<file path="src/rtl/npc_pkg.sv">
package npc_pkg;
  localparam int XLEN    = 32;
  localparam int OPW     = 6;
  localparam int IMM16W  = 16;
  localparam int IMM26W  = 26;
  localparam int SEGW    = XLEN - IMM26W - 2;
  localparam int INSN_B  = 4;

  localparam logic [OPW-1:0] OP_CALL  = 6'h00;
  localparam logic [OPW-1:0] OP_JABS  = 6'h01;
  localparam logic [OPW-1:0] OP_BR    = 6'h06;
  localparam logic [OPW-1:0] OP_BGE   = 6'h0E;
  localparam logic [OPW-1:0] OP_BLT   = 6'h16;
  localparam logic [OPW-1:0] OP_BNE   = 6'h1E;
  localparam logic [OPW-1:0] OP_BEQ   = 6'h26;
  localparam logic [OPW-1:0] OP_BGEU  = 6'h2E;
  localparam logic [OPW-1:0] OP_BLTU  = 6'h36;
  localparam logic [OPW-1:0] OP_REGF  = 6'h3A;
  localparam logic [OPW-1:0] XOP_RET  = 6'h05;
  localparam logic [OPW-1:0] XOP_JR   = 6'h0D;
  localparam logic [OPW-1:0] XOP_CLR  = 6'h1D;

  typedef enum logic [2:0] {
    FL_SEQ, FL_JABS, FL_CALL, FL_BR, FL_BCOND, FL_JREG, FL_CALLR, FL_RET
  } flow_e;

  typedef enum logic [2:0] {
    CMP_GE, CMP_LT, CMP_NE, CMP_EQ, CMP_GEU, CMP_LTU
  } cmp_e;

  function automatic logic [XLEN-1:0] seq_pc(input logic [XLEN-1:0] pc);
    return pc + XLEN'(INSN_B);
  endfunction

  function automatic logic [XLEN-1:0] abs_target(input logic [XLEN-1:0] pc,
                                                 input logic [IMM26W-1:0] idx);
    return {pc[XLEN-1 -: SEGW], idx, 2'b00};
  endfunction

  function automatic logic [XLEN-1:0] rel_target(input logic [XLEN-1:0] pc,
                                                 input logic [IMM16W-1:0] off);
    logic [XLEN-1:0] ext;
    ext = {{(XLEN-IMM16W){off[IMM16W-1]}}, off[IMM16W-1:2], 2'b00};
    return seq_pc(pc) + ext;
  endfunction

  function automatic logic cmp_holds(input cmp_e k, input logic [XLEN-1:0] a,
                                     input logic [XLEN-1:0] b);
    case (k)
      CMP_GE:  return $signed(a) >= $signed(b);
      CMP_LT:  return $signed(a) <  $signed(b);
      CMP_NE:  return a != b;
      CMP_EQ:  return a == b;
      CMP_GEU: return a >= b;
      CMP_LTU: return a <  b;
      default: return 1'b0;
    endcase
  endfunction
endpackage

</file>
<file path="src/rtl/npc_decode.sv">
module npc_decode
  import npc_pkg::*;
(
  input  logic [XLEN-1:0] insn,
  output flow_e           flow,
  output cmp_e            cmp
);
  logic [OPW-1:0] op;
  logic [OPW-1:0] xop;

  assign op  = insn[OPW-1:0];
  assign xop = insn[16:11];

  always_comb begin
    flow = FL_SEQ;
    cmp  = CMP_EQ;
    case (op)
      OP_CALL: flow = FL_CALL;
      OP_JABS: flow = FL_JABS;
      OP_BR:   flow = FL_BR;
      OP_BGE:  begin flow = FL_BCOND; cmp = CMP_GE;  end
      OP_BLT:  begin flow = FL_BCOND; cmp = CMP_LT;  end
      OP_BNE:  begin flow = FL_BCOND; cmp = CMP_NE;  end
      OP_BEQ:  begin flow = FL_BCOND; cmp = CMP_EQ;  end
      OP_BGEU: begin flow = FL_BCOND; cmp = CMP_GEU; end
      OP_BLTU: begin flow = FL_BCOND; cmp = CMP_LTU; end
      OP_REGF: begin
        case (xop)
          XOP_JR:  flow = FL_JREG;
          XOP_CLR: flow = FL_CALLR;
          XOP_RET: flow = FL_RET;
          default: flow = FL_SEQ;
        endcase
      end
      default: flow = FL_SEQ;
    endcase
  end
endmodule

</file>
<file path="src/rtl/npc_target.sv">
module npc_target
  import npc_pkg::*;
(
  input  logic [XLEN-1:0] pc,
  input  logic [XLEN-1:0] insn,
  input  flow_e           flow,
  input  cmp_e            cmp,
  input  logic [XLEN-1:0] opa,
  input  logic [XLEN-1:0] opb,
  input  logic [XLEN-1:0] ret_reg,
  output logic [XLEN-1:0] npc,
  output logic            lwe,
  output logic [XLEN-1:0] lval,
  output logic            fault,
  output logic [XLEN-1:0] fault_addr,
  output logic            taken
);
  logic [XLEN-1:0] ind_tgt;
  logic            is_ind;
  logic            ind_bad;

  assign ind_tgt = (flow == FL_RET) ? ret_reg : opa;
  assign is_ind  = (flow == FL_JREG) || (flow == FL_CALLR) || (flow == FL_RET);
  assign ind_bad = is_ind && (ind_tgt[1:0] != 2'b00);
  assign taken   = cmp_holds(cmp, opa, opb);

  always_comb begin
    case (flow)
      FL_JABS, FL_CALL:          npc = abs_target(pc, insn[XLEN-1:OPW]);
      FL_BR:                     npc = rel_target(pc, insn[21:6]);
      FL_BCOND:                  npc = taken ? rel_target(pc, insn[21:6]) : seq_pc(pc);
      FL_JREG, FL_CALLR, FL_RET: npc = ind_bad ? seq_pc(pc) : ind_tgt;
      default:                   npc = seq_pc(pc);
    endcase
  end

  assign lwe        = (flow == FL_CALL) || ((flow == FL_CALLR) && !ind_bad);
  assign lval       = seq_pc(pc);
  assign fault      = ind_bad;
  assign fault_addr = ind_bad ? ind_tgt : '0;
endmodule

</file>
<file path="src/rtl/npc_resolve.sv">
module npc_resolve
  import npc_pkg::*;
#(
  parameter logic [XLEN-1:0] RESET_VEC = 32'h0001_0000
) (
  input  logic            clk,
  input  logic            rst_n,
  input  logic            req_valid,
  input  logic [XLEN-1:0] cur_pc,
  input  logic [XLEN-1:0] insn,
  input  logic [XLEN-1:0] opnd_a,
  input  logic [XLEN-1:0] opnd_b,
  input  logic [XLEN-1:0] ret_addr,
  output logic            out_valid,
  output logic [XLEN-1:0] next_pc,
  output logic            link_we,
  output logic [XLEN-1:0] link_data,
  output logic            exc_misalign,
  output logic [XLEN-1:0] exc_addr
);
  flow_e           flow;
  cmp_e            cmp;
  logic [XLEN-1:0] c_npc;
  logic            c_lwe;
  logic [XLEN-1:0] c_lval;
  logic            c_fault;
  logic [XLEN-1:0] c_faddr;
  logic            c_taken;

  npc_decode u_dec (
    .insn (insn),
    .flow (flow),
    .cmp  (cmp)
  );

  npc_target u_tgt (
    .pc         (cur_pc),
    .insn       (insn),
    .flow       (flow),
    .cmp        (cmp),
    .opa        (opnd_a),
    .opb        (opnd_b),
    .ret_reg    (ret_addr),
    .npc        (c_npc),
    .lwe        (c_lwe),
    .lval       (c_lval),
    .fault      (c_fault),
    .fault_addr (c_faddr),
    .taken      (c_taken)
  );

  always_ff @(posedge clk or negedge rst_n) begin
    if (!rst_n) begin
      out_valid    <= 1'b0;
      next_pc      <= RESET_VEC;
      link_we      <= 1'b0;
      link_data    <= '0;
      exc_misalign <= 1'b0;
      exc_addr     <= '0;
    end else begin
      out_valid    <= req_valid;
      link_we      <= req_valid & c_lwe;
      exc_misalign <= req_valid & c_fault;
      if (req_valid) begin
        next_pc   <= c_npc;
        link_data <= c_lval;
        exc_addr  <= c_faddr;
      end
    end
  end


  link_needs_valid_chk: assert property (@(posedge clk) disable iff (!rst_n)
    link_we |-> out_valid);


  link_value_chk: assert property (@(posedge clk) disable iff (!rst_n)
    link_we |-> link_data == $past(cur_pc) + 32'd4);


  no_link_on_fault_chk: assert property (@(posedge clk) disable iff (!rst_n)
    exc_misalign |-> !link_we);


  fault_addr_misaligned_chk: assert property (@(posedge clk) disable iff (!rst_n)
    exc_misalign |-> exc_addr[1:0] != 2'b00);


  fault_pc_seq_chk: assert property (@(posedge clk) disable iff (!rst_n)
    exc_misalign |-> next_pc == $past(cur_pc) + 32'd4);


  cond_fallthru_chk: assert property (@(posedge clk) disable iff (!rst_n)
    (req_valid && flow == FL_BCOND && !c_taken) |=> next_pc == $past(cur_pc) + 32'd4);


  idle_hold_chk: assert property (@(posedge clk) disable iff (!rst_n)
    !req_valid |=> (!out_valid && !link_we && !exc_misalign && $stable(next_pc)));
endmodule

</file>
<file path="config.mk">
export PLATFORM = sky130hd
export DESIGN_NAME = npc_resolve
export DESIGN_NICKNAME = d
export VERILOG_FILES = /design/src/rtl/npc_pkg.sv /design/src/rtl/npc_decode.sv /design/src/rtl/npc_target.sv /design/src/rtl/npc_resolve.sv
export SDC_FILE = /design/constraint.sdc
export NUM_CORES = 1
export LEC_CHECK = 0
export ABC_AREA = 1
export BUFFER_PORTS_ARGS = -buffer_cell sky130_fd_sc_hd__buf_2
export CAP_MARGIN = 20
export CORE_MARGIN = 2
export CORE_UTILIZATION = 59
export CTS_CLUSTER_SIZE = 24
export DETAILED_ROUTE_END_ITERATION = 8
export HOLD_SLACK_MARGIN = 0.12
export PLACE_DENSITY = 0.88
export SYNTH_ARGS = -nofsm -noshare
export SYNTH_HDL_FRONTEND = slang
export SYNTH_SLANG_ARGS = --single-unit
</file>
<file path="constraint.sdc">
create_clock -name clk -period 1.9 [get_ports clk]
set_input_delay 0.095 -clock clk [delete_from_list [all_inputs] [get_ports clk]]
set_output_delay 0.095 -clock clk [all_outputs]
set_load 0.02 [all_outputs]
</file>
==> results of run 1 <==
Yosys cell counts, types with 4 or more instances:
cell type and n:
nand2_1 532, inv_1 203, nand3_1 158, nor2_1 114, dfrtp_1 98, o21ai_0 84
a21oi_1 67, ha_1 62, o21ai_1 41, clkbuf_1 38, xor2_1 25, nor3_1 20
nand4_1 19, a22o_1 17, or2_2 13, xnor2_1 10, o21bai_1 8, nand3b_1 7
buf_2 6, a21o_1 5, nor4_1 5, buf_6 4, inv_2 4, nand2_2 4
o21a_1 4
cell families after synthesis:
kind of cell	share of synthesized area, %
simple gates	39.0
buf+inv	10.7
compound gates	13.3
flops	25.6
fa+ha+maj	8.22
xor+xnor	3.16
through the flow:
stage / std cells / TNS, ns
after floorplan: 1581 / -13.21
after global placement: 2308 / -38.85
after detailed placement: 2308 / -49.70
==> impl_summary.log, run 1 <==
[metrics] Placer Congestion: 1.20
[metrics] DP HPWL: 34,600 um
[metrics] Avg Inst Size Synth: 6.13 sq um
[metrics] Die Wd: 132 um
[metrics] number of ports placed on the die boundary: 262
[metrics] number of warnings reported in the yosys synthesis log: 0
[metrics] DIE HEIGHT: 132 um
[metrics] flop and latch count out of synthesis: 99
[metrics] most area-consuming cells after synthesis: dfrtp_1 25%, nand2_1 21%, nand3_1 8.2%
[metrics] number of instances in the synthesized netlist: 1,581
[metrics] Fail Step: clock tree synthesis (4_1_cts)
[metrics] PortBufs: 261
[metrics] CTS Root Buffer Type: clkbuf_16
[metrics] status: stopped before the end
[metrics] syn nets: 1,807
[metrics] effective utilization at floorplan: 60.8%
[metrics] number of standard-cell rows in the floorplan: 46
[metrics] Setup Slack @ Placement: -1.53 ns
[metrics] number of H-tree branching levels: 3
[metrics] number of distinct library cell variants in the gate-level netlist after synthesis: 43
[metrics] Sinks on Clock Net: 99
[metrics] placed cell area: 13,900 sq um
[metrics] proportion of netlist area held by the largest area contributor: 25.3%
[metrics] Bufs on Longest Clock Path: 2
[metrics] number of enable-type register cells in the synthesized netlist: 0
[metrics] Num CTS Buffers: 9
[metrics] share of flip-flops with an asynchronous set or reset: 100%
[metrics] number of gates resized after cts: 381
[metrics] number of hold buffers added after CTS: 4
[metrics] area leader, netlist: dfrtp_1
[metrics] dominant register cell in the synthesized netlist: dfrtp_1
[metrics] share of synthesized area occupied by flip-flops and latches: 25.6%
[metrics] cell area after synthesis: 9690 sq um
[metrics] run-stopping error: [ERROR DPL-0038] Utilization greater than 100%, impossible to legalize
[metrics] Post-CTS Setup Inserts: 64
==> inputs of run 2 (changes only) <==
--- a/config.mk
+++ b/config.mk
@@ -9,11 +9,9 @@
 export BUFFER_PORTS_ARGS = -buffer_cell sky130_fd_sc_hd__buf_2
 export CAP_MARGIN = 20
 export CORE_MARGIN = 2
-export CORE_UTILIZATION = 59
-export CTS_CLUSTER_SIZE = 24
+export CORE_UTILIZATION = 40
 export DETAILED_ROUTE_END_ITERATION = 8
-export HOLD_SLACK_MARGIN = 0.12
-export PLACE_DENSITY = 0.88
+export PLACE_DENSITY_LB_ADDON = 0.15
 export SYNTH_ARGS = -nofsm -noshare
 export SYNTH_HDL_FRONTEND = slang
 export SYNTH_SLANG_ARGS = --single-unit
==> impl_summary.log, run 2 <==
[metrics] die outline area: 25,500 sq um
[metrics] number of endpoints with negative hold slack in the final report: 0
[metrics] largest net degree at the start of global routing: 61
[metrics] DIE HEIGHT: 160 um
[metrics] Final Routed Wirelength: 45,000 um
[metrics] number of ports placed on the die boundary: 262
[metrics] area of combinational cells with multiple inputs: 8210 sq um
[metrics] number of distinct library cell variants in the gate-level netlist after synthesis: 43
[metrics] most area-consuming cells after synthesis: dfrtp_1 25%, nand2_1 21%, nand3_1 8.2%
[metrics] fin worst setup slack: -0.908 ns
[metrics] violations in the final reports: setup timing
[metrics] proportion of netlist area held by the largest area contributor: 25.3%
[metrics] Final nets: 2,407
[metrics] number of warnings reported in the yosys synthesis log: 0
[metrics] most frequent cells in the layout: 458 x nand2_1, 336 x buf_4, 252 x buf_2
[metrics] kind of launch point of the worst setup path: input port
[metrics] fmax: 356 MHz
[metrics] DP HPWL: 33,900 um
[metrics] antenna-violating nets left: 0
[metrics] via/cell ratio: 5.16
[metrics] clock latency of the later-clocked register in the worst-skew pair: 0.36 ns
[metrics] transition at the pin with the smallest max-transition slack: 0.484 ns
[metrics] CTS Root Buffer Type: clkbuf_16
[metrics] share of flip-flops with an asynchronous set or reset: 100%
[metrics] fraction of layout cells with a size suffix above 1: 46.9%
[metrics] RSZ-0062 raised after global routing: yes
[metrics] Setup CP Type: in2reg
[metrics] Num CTS Buffers: 9
[metrics] core utilization of the finished layout: 71.2%
[metrics] Die Wd: 160 um
[metrics] cell area power density: 481 nW/um^2
[metrics] CP required: 2.21 ns
[metrics] area leader, netlist: dfrtp_1
[metrics] number of standard-cell rows in the floorplan: 56
[metrics] number of antenna violations at the first check in global routing: 1
[metrics] violation count after the first detailed-route iteration: 911
[metrics] total of max-cap violations: 0
[metrics] most common library cell in the layout ignoring fill and taps: nand2_1
[metrics] detailed-route via count: 12.9k
[metrics] share of the clock period used by the worst path after layout: 148%
[metrics] Max Transition Viols Final: 0
[metrics] leakage power summed over all cells: 8.94 nW
[metrics] number of failing setup endpoints in the final timing report: 30
[metrics] number of enable-type register cells in the synthesized netlist: 0
[metrics] number of H-tree branching levels: 3
[metrics] Avg Inst Size Synth: 6.13 sq um
[metrics] CTS tree: built
[metrics] syn nets: 1,807
[metrics] drt pass-1 iters: 5
[metrics] minimum clock period: 2.81 ns
[metrics] area taken by flip-flops and latches: 2480 sq um
[metrics] Placer Congestion: 0.976
[metrics] status: complete, but fails checks
[metrics] filler cell count in the final layout: 2,033
[metrics] clock edge transition at the registers on the reported setup and hold paths: 0.08 ns
[metrics] Core Footprint: 23,600 sq um
[metrics] flop and latch count out of synthesis: 99
[metrics] clock skew: 0 ns
[metrics] most frequent cell after synthesis: nand2_1
[metrics] filler-free cell count of the finished design: 2,506
[metrics] remaining design rule violation count: 0
[metrics] Bufs on Longest Clock Path: 2
[metrics] dpl cells: 2,439
[metrics] WL/cell: 17.9 um
[metrics] PortBufs: 261
[metrics] number of global-route vias before repair: 12.9k
[metrics] dominant register cell in the synthesized netlist: dfrtp_1
[metrics] leading registers by flop count: exc_addr (32), link_data (32), next_pc (32)
[metrics] share of synthesized area occupied by flip-flops and latches: 25.6%
[metrics] setup TNS: -19.27 ns
[metrics] crit path max fanout: 4
[metrics] peak ir drop on the vdd network: 439 uV
[metrics] first-pass GRT wire length: 68,800 um
[metrics] Sinks on Clock Net: 99
[metrics] number of instances in the synthesized netlist: 1,581
[metrics] Slew headroom: 67.7%
[metrics] top cells by count, synth: 532 x nand2_1, 203 x inv_1, 158 x nand3_1, 114 x nor2_1, 98 x dfrtp_1
[metrics] layout overhead on the synthesized area: 73.5%
[metrics] effective utilization at floorplan: 41.0%
[metrics] worst endpoint data arrival time: 3.12 ns
[metrics] endpoint type of the worst setup path: flop
[metrics] path category of the worst min-delay check: in2reg
[metrics] total global-route track usage: 34.2%
[metrics] overflow left after global routing: 0
[metrics] cell area after synthesis: 9690 sq um
[run 2: cell counts after synthesis]
No cell type changed its count.
[run 2: logic make-up after synthesis]
group | Yosys count | share of synthesized area [%]
flip-flops | 99 | 25.6
AO/OA/AOI/OAI | 232 | 13.3
buffers and inverters | 263 | 10.7
adder cells (fa/ha/maj) | 63 | 8.22
AND/OR/NAND/NOR | 889 | 39.0
XOR/XNOR | 35 | 3.16
[run 2: repair_timing]
item | 4_1_cts | 5_1_grt
buffers inserted | 36 | 17
hold endpoints to repair | 31 | 0
endpoints found under the setup margin | 30 | 49
resized for setup | 270 | 118
pin swaps | 145 | 122
hold buffers | 3 | 0
cloned | 3 | 1
[run 2: layout make-up]
class | instances | share of cell area (%)
Tap cell | 319 | 2.37
Timing Repair Buffer | 644 | 27.4
Antenna cell | 1 | 0.0149
Sequential cell | 99 | 14.7
Multi-Input combinational cell | 1219 | 48.8
Inverter | 208 | 4.80
Clock inverter | 5 | 0.268
Clock buffer | 11 | 1.50
[run 2: critical path, cell delays in order]
cell        delay (ns)
buf_8             0.09
clkinvlp_4        0.09
nor3_4            0.24
nand2_2           0.09
nor2_2            0.11
inv_2             0.06
buf_6             0.13
nor3_4            0.14
xor2_2            0.27
ha_4              0.20
buf_4             0.10
buf_4             0.10
nand4_1           0.20
o21ai_4           0.29
buf_6             0.15
a21oi_2           0.05
xnor2_1           0.22
o21bai_4          0.17
nand3_2           0.08
nand2_2           0.11
nand2_2           0.06
nand2_1           0.06
[run 2: path summary, 6_finish.rpt]
kind                            cells after the start  slack (ns)                        to                     start
min in group asynchronous                           2        0.21   exc_addr[2]$_DFFE_PN0P_                     rst_n
worst max-delay path                               22       -0.91   next_pc[16]$_DFFE_PN1P_                 cur_pc[2]
max in group asynchronous                           3        1.09   next_pc[16]$_DFFE_PN1P_                     rst_n
worst max register to register                      1        1.16  exc_addr[14]$_DFFE_PN0P_  exc_addr[14]$_DFFE_PN0P_
worst min-delay path                                3        0.05  link_data[2]$_DFFE_PN0P_                 cur_pc[2]
worst min register to register                      2        0.47   next_pc[16]$_DFFE_PN1P_   next_pc[16]$_DFFE_PN1P_
[run 2: layer usage]
layer / up-vias / global-route usage (%) / share of wire, %
met5: - / 0 / 0
met4: 0 / 18.0 / 5.4
met3: 128 / 4.22 / 5.0
met2: 449 / 57.8 / 48
met1: 6087 / 42.8 / 42
li1: 6269 / - / -
[run 2: power by group]
group	internal [mW]	switching, mW	total, mW
logic	1.72	2.08	3.80
clock network	0.984	0.967	1.95
registers	2.26	0.0849	2.34
[run 2: stage by stage]
| stage | instance area (sq um) | hold slack [ns] | power, mW | setup WS [ns] |
|---|---|---|---|---|
| after CTS | 16200 | 0.0512 | 7.82 | -0.805 |
| final | 16800 | 0.0468 | 8.09 | -0.908 |
| after floorplan | 10200 | -0.201 | 3.90 | -0.774 |
| after global routing | 16800 | 0.0686 | 8.48 | -1.06 |
| after global placement | 14200 | 0.0583 | 5.42 | -1.63 |
| after detailed placement | 14200 | 0.0663 | 5.44 | -1.68 |
(Power assumes the default switching activity.)
